===== src/rtl/sw_matrix_pkg.sv =====
package sw_matrix_pkg;
  typedef enum logic [1:0] {
    CELL_IN    = 2'b00,
    CELL_FOLLOW = 2'b01,
    CELL_INVERT = 2'b10,
    CELL_FIXED = 2'b11
  } cell_mode_e;
endpackage


===== src/rtl/sw_matrix_route.sv =====
module sw_matrix_route #(
  parameter int N_CELLS = 11,
  parameter int SEL_W   = $clog2(N_CELLS)
) (
  input  logic [N_CELLS-1:0]       src_pin_i,
  input  logic [2*N_CELLS-1:0]     src_mode_i,
  input  logic [SEL_W*N_CELLS-1:0] sel_i,
  output logic [N_CELLS-1:0]       val_o,
  output logic [N_CELLS-1:0]       vld_o
);
  import sw_matrix_pkg::*;

  for (genvar d = 0; d < N_CELLS; d++) begin : g_dst
    logic [SEL_W-1:0] sel;
    assign sel = sel_i[d*SEL_W +: SEL_W];
    always_comb begin
      vld_o[d] = 1'b0;
      val_o[d] = 1'b0;
      // an index past the last cell matches nothing
      for (int s = 0; s < N_CELLS; s++) begin
        if (sel == SEL_W'(s) && cell_mode_e'(src_mode_i[2*s +: 2]) == CELL_IN) begin
          vld_o[d] = 1'b1;
          val_o[d] = src_pin_i[s];
        end
      end
    end
  end
endmodule


===== src/rtl/sw_matrix_cell.sv =====
module sw_matrix_cell (
  input  logic [1:0] mode_i,
  input  logic       lvl_i,
  input  logic       vld_i,
  input  logic       val_i,
  output logic       out_o,
  output logic       oe_o
);
  import sw_matrix_pkg::*;

  always_comb begin
    oe_o  = 1'b1;
    out_o = 1'b0;
    unique case (cell_mode_e'(mode_i))
      CELL_IN:     oe_o  = 1'b0;
      CELL_FOLLOW: out_o = vld_i & val_i;
      CELL_INVERT: out_o = vld_i & ~val_i;
      CELL_FIXED:  out_o = lvl_i;
      default:     out_o = 1'b0;
    endcase
  end
endmodule


===== src/rtl/sw_matrix.sv =====
module sw_matrix #(
  parameter int N_CELLS = 11,
  parameter int SEL_W   = $clog2(N_CELLS)
) (
  input  logic [N_CELLS-1:0]       a_pin_i,
  input  logic [2*N_CELLS-1:0]     a_mode_i,
  input  logic [SEL_W*N_CELLS-1:0] a_sel_i,
  input  logic [N_CELLS-1:0]       a_lvl_i,
  input  logic [N_CELLS-1:0]       b_pin_i,
  input  logic [2*N_CELLS-1:0]     b_mode_i,
  input  logic [SEL_W*N_CELLS-1:0] b_sel_i,
  input  logic [N_CELLS-1:0]       b_lvl_i,
  output logic [N_CELLS-1:0]       a_out_o,
  output logic [N_CELLS-1:0]       a_oe_o,
  output logic [N_CELLS-1:0]       b_out_o,
  output logic [N_CELLS-1:0]       b_oe_o
);
  logic [N_CELLS-1:0] a_val, a_vld, b_val, b_vld;

  // bank A reads bank B
  sw_matrix_route #(.N_CELLS(N_CELLS), .SEL_W(SEL_W)) i_route_a (
    .src_pin_i(b_pin_i), .src_mode_i(b_mode_i), .sel_i(a_sel_i),
    .val_o(a_val), .vld_o(a_vld)
  );
  // bank B reads bank A
  sw_matrix_route #(.N_CELLS(N_CELLS), .SEL_W(SEL_W)) i_route_b (
    .src_pin_i(a_pin_i), .src_mode_i(a_mode_i), .sel_i(b_sel_i),
    .val_o(b_val), .vld_o(b_vld)
  );

  for (genvar k = 0; k < N_CELLS; k++) begin : g_cell
    sw_matrix_cell i_cell_a (
      .mode_i(a_mode_i[2*k +: 2]), .lvl_i(a_lvl_i[k]),
      .vld_i(a_vld[k]), .val_i(a_val[k]),
      .out_o(a_out_o[k]), .oe_o(a_oe_o[k])
    );
    sw_matrix_cell i_cell_b (
      .mode_i(b_mode_i[2*k +: 2]), .lvl_i(b_lvl_i[k]),
      .vld_i(b_vld[k]), .val_i(b_val[k]),
      .out_o(b_out_o[k]), .oe_o(b_oe_o[k])
    );
  end
endmodule


===== config.mk =====
export PLATFORM = sky130hd
export DESIGN_NAME = sw_matrix
export DESIGN_NICKNAME = d
export VERILOG_FILES = /design/src/rtl/sw_matrix_pkg.sv /design/src/rtl/sw_matrix_route.sv /design/src/rtl/sw_matrix_cell.sv /design/src/rtl/sw_matrix.sv
export SDC_FILE = /design/constraint.sdc
export NUM_CORES = 1
export LEC_CHECK = 0
export CORE_MARGIN = 1
export CORE_UTILIZATION = 44
export DETAILED_ROUTE_END_ITERATION = 8
export PLACE_DENSITY = 0.71
export SYNTH_ARGS = -nofsm -noshare
export SYNTH_HDL_FRONTEND = slang
export SYNTH_HIERARCHICAL = 1
export SYNTH_SLANG_ARGS = --single-unit

===== constraint.sdc =====
create_clock -name vclk -period 5.6
set_input_delay 0.84 -clock vclk [all_inputs]
set_output_delay 0.84 -clock vclk [all_outputs]
set_load 0.01 [all_outputs]

# --- After elaboration in Yosys (flattened, before gate mapping) ---
# Index checks and enable logic that the tools add are counted.
classes:
  reduce_logical: 286
  n_bitwise: 66
  mul: 0
  addsub: 0
  n_mux: 528
  n_shift: 0
  magnitude_cmp: 0
  div_mod_pow: 0
  eq_ne: 286
ops:
  columns: ["cell", "count"]
  rows:
  - ["2-to-1 mux 1 bit", 506]
  - ["== test 4 x 3 -> 1 bit (second input constant)", 88]
  - ["== test 4 bit (second input constant)", 66]
  - ["logical AND 1 bit", 242]
  - ["== test 4 x 2 -> 1 bit (second input constant)", 44]
  - ["== test 2 bit (second input constant)", 44]
  - ["== test 4 x 1 -> 1 bit (second input constant)", 22]
  - ["logical NOT 4 bit", 22]
  - ["case mux 1 bit (3 select lines)", 22]
  - ["bitwise AND 1 bit", 44]
  - ["== test 2 x 1 -> 1 bit (second input constant)", 22]
  - ["logical NOT 2 bit", 22]
  - ["NOT 1 bit", 22]
totals:
  register_bits: 0
  memories: 0
  output_inout_bits: 44
  romBits: 0
  ram_bits: 0
  elab_cells: 1166
  latchBits: 0

# --- Depth between registers and ports, before layout ---
logic_depth:
  ltp_word: 16
  mapped_depth: 9
  ltp_nobuf: 7

# --- By module ---
# Netlist, hierarchy kept.
modules_own_cells:
  columns: ["mod", "seq_area_each_um2", "area_per_inst_um2", "instances", "cells_each"]
  rows:
  - ["sw_matrix_route", 0.0, 3160.5, 2, 500]
  - ["sw_matrix_cell", 0.0, 93.8, 22, 11]

# --- Least setup slack after synthesis ---
# No wires, ideal clock.
synth_path:
  kind: "input to output"
  start: "input b_mode_i[7]"
  end: "output a_out_o[2]"
  t_required_ns: 4.760
  arrival_time_ns: 2.586
  path_buffers: 0
  path_stages: 6
  path_slack_ns: 2.174
  path_cell_list: "or3b_2 -> mux4_2 -> o32a_1 -> o311ai_1 -> xnor2_1 -> o31ai_2"
synth_between:
  elab_chain_cells: 13
  word_cells_on_any_way: 22
synth_lines:
  columns: ["item", "line_no", "text"]
  rows:
  - ["start: declaration", "sw_matrix.sv:10", "input logic [2*N_CELLS-1:0] b_mode_i,"]
  - ["logical NOT 2 bit (*)", "sw_matrix_route.sv:21", "if (sel == SEL_W'(s) && cell_mode_e'(src_mode_i[2*s +: 2]) == CELL_IN) begin"]
  - ["logical AND 1 bit (*)", "sw_matrix_route.sv:21", null]
  - ["2-to-1 mux 1 bit (*) (8 in a row)", "sw_matrix_route.sv:21", null]
  - ["via a_val[2]", "sw_matrix.sv:18", "logic [N_CELLS-1:0] a_val, a_vld, b_val, b_vld;"]
  - ["NOT 1 bit", "sw_matrix_cell.sv:17", "CELL_INVERT: out_o = vld_i & ~val_i;"]
  - ["bitwise AND 1 bit", "sw_matrix_cell.sv:17", null]
  - ["case mux 1 bit (3 select lines) (*)", "sw_matrix_cell.sv:14", "unique case (cell_mode_e'(mode_i))"]
  - ["end: declaration", "sw_matrix.sv:13", "output logic [N_CELLS-1:0] a_out_o,"]
# The timed path passes the listed nets; every way through them passes the cells marked *.

# --- Worst setup path in the final report ---
layout_path:
  start: "input a_mode_i[5]"
  end: "output b_out_o[9]"
layout_between:
  elab_chain_cells: 14
  word_cells_on_any_way: 24
layout_lines:
  columns: ["item", "line_no", "text"]
  rows:
  - ["start: declaration", "sw_matrix.sv:6", "input logic [2*N_CELLS-1:0] a_mode_i,"]
  - ["logical NOT 2 bit (*)", "sw_matrix_route.sv:21", null]
  - ["logical AND 1 bit (*)", "sw_matrix_route.sv:21", null]
  - ["2-to-1 mux 1 bit (*) (9 in a row)", "sw_matrix_route.sv:21", null]
  - ["via b_val[9]", "sw_matrix.sv:18", null]
  - ["NOT 1 bit", "sw_matrix_cell.sv:17", null]
  - ["bitwise AND 1 bit", "sw_matrix_cell.sv:17", null]
  - ["case mux 1 bit (3 select lines) (*)", "sw_matrix_cell.sv:14", null]
  - ["end: declaration", "sw_matrix.sv:15", "output logic [N_CELLS-1:0] b_out_o,"]
# Marked as above.

==> results.toml <==
[final_layout]
syn_to_final_growth_pct = 27.6
nFillCells = 1785
flops_and_latches = 0
insertedDiodeCount = 0
final_common_cell = "clkdlybuf4s50_1"
layout-drive-gt1-share = 0.0935
seq_area_sq_um = 0
final_cell_mix = "clkdlybuf4s50_1, nand2_1, nor2_1, inv_1, ha_1"
multi_input_area_sq_um = 7620
nets = 1656
clock_buffers = 0

[detailed_routing]
dr.pass1.iters = 7
post_drt_wl_per_cell_um = 23.1
via_count = 10800
routed_wl_um = 37500
drtIter0Drc = 1524
ant_nets = 0
via_per_inst = 6.68
drcViolationCount = 0

[synth]
synthCells = 1242
avgSynthCellArea_sq_um = 6.75
ys_types = 73
yosysSeqAreaShare = 0
synth_area_sq_um = 8390
syn-num-nets = 1506
yosysWarnings = 6

[flow_run]
timing.max_cap.violations = 0

[sta]
fin_setup_tns_ps = 0
max_slew_margin = 0.405
rsz0062_at_grt = "false"
fin_crit_sh = 0.878
maxSlewViolCount = 0
finalSetupViolCount = 0
tightest_slew_ps = 891
post-route-min-period_ps = 4910
hold_violations = 0
timing.fmax_mhz = 203

[clock_tree]
ctsHoldBuffers = 0
cts_resized = 0
post-cts-setup-buffer-count = 0

[setup_path]
path_common_cell = "clkdlybuf4s50_1"
required_ps = 4760
critPathLaunchType = "input port"
critPathSlowestCell = "or3b_1"
cp_cell_sequence = "clkdlybuf4s50_1, or3b_1, mux2_2, o211ai_1, a32oi_1, o221ai_1, xnor2_1, o31ai_2, clkdlybuf4s50_1"
critPathArrivalTime_ps = 4070
slowest_delay_ps = 650
critPathMaxFanout = 10
critPathKind = "input port to output pin"
cp_num_buf_inv = 2
cp-end-kind = "output pin"
critical_path.top_delay_family = "buffers and inverters"

[placed_design]
io_buffers = 220
place.gp.congestion = 1.05
dpl.hpwl_um = 29600

[power_and_ir_drop]
clockPowerShare = 0
peakVddDrop_uv = 44.4
swShare = 0.563
leakagePower_nw = 3.97
pwr-share-seq = 0
total_power_mw = 0.773
netSwitchingPower_mw = 0.436
comb_power_share = 1.000
p_int_mw = 0.338
cellPowerDensity_nw_per_um2 = 72.3

[global_routing]
grt_usage = 0.370
grt_pass1_wl_um = 56800
antenna_found_initial = 0
grt_max_degree = 20
grt_pass1_vias = 9775
grt_overflow = 0

[run_status]
outcome = "completed"

[die]
row_count = 50
die_h_um = 140
core_area_sq_um = 18700
die_area_sq_um = 19600
start_util = 0.448
ios = 220
die_width_um = 140

[min_path]
hp-class = "input port to output pin"
-- logic make-up after synthesis --
group	share of synthesized area
XOR/XNOR	0.0230
multiplexers	0.120
buffers and inverters	0.0916
adder cells (fa/ha/maj)	0.131
AO/OA/AOI/OAI	0.313
AND/OR/NAND/NOR	0.321
-- path summary, 6_finish.rpt --
check	end	from	cells after the start
worst max-delay path	b_out_o[9]	a_mode_i[5]	9
worst min-delay path	a_out_o[3]	a_lvl_i[3]	4
-- metal layers --
metal / up-vias / part of all wire / wire, um / global-route usage
met5: - / 0 / 0 / 0
met4: 0 / 0.038 / 1410 / 0.126
met3: 117 / 0.13 / 4950 / 0.0916
met2: 802 / 0.43 / 16000 / 0.568
met1: 4987 / 0.41 / 15200 / 0.503
li1: 4943 / - / - / -
-- cell type report --
type	instances	share of cell area
Timing Repair Buffer	254	0.230
Inverter	88	0.0309
Tap cell	234	0.0274
Multi-Input combinational cell	1048	0.712
-- tightest hold or removal path: cells and delay by family --
family	cells	cell delay (ps)
buffers and inverters	2	860
AND/OR/NAND/NOR	1	90
AO/OA/AOI/OAI	1	60
-- cell usage after synthesis, drive strengths merged (34+ instances only) --
master	n	share of area
o21ai	76	0.045
mux2i	34	0.041
ha	88	0.13
nand2	118	0.053
a21oi	66	0.039
nor2	90	0.040
clkbuf	90	0.041
inv	88	0.039
nor3	80	0.049
-- power by group through the flow --
stage / registers, mW / logic (mW) / clock network, mW
6_report: 0 / 0.773 / 0
5_1_grt: 0 / 0.823 / 0
4_1_cts: 0 / 0.754 / 0
3_5_place_dp: 0 / 0.749 / 0
3_3_place_gp: 0 / 0.749 / 0
2_1_floorplan: 0 / 0.403 / 0
-- through the flow --
stage / cells / cell area, sq um / setup WS (ps) / hold slack (ps) / utilization
after detailed placement: 1624 / 10700 / 763 / 2690 / 0.572
final: 1624 / 10700 / 685 / 2690 / 0.572
after floorplan: 1242 / 8390 / 2170 / 1830 / -
after CTS: 1624 / 10700 / 751 / 2700 / 0.572
after global routing: 1624 / 10700 / 588 / 2720 / 0.572
after global placement: 1624 / 10700 / 799 / 2700 / 0.572
(Power assumes the default switching activity.)
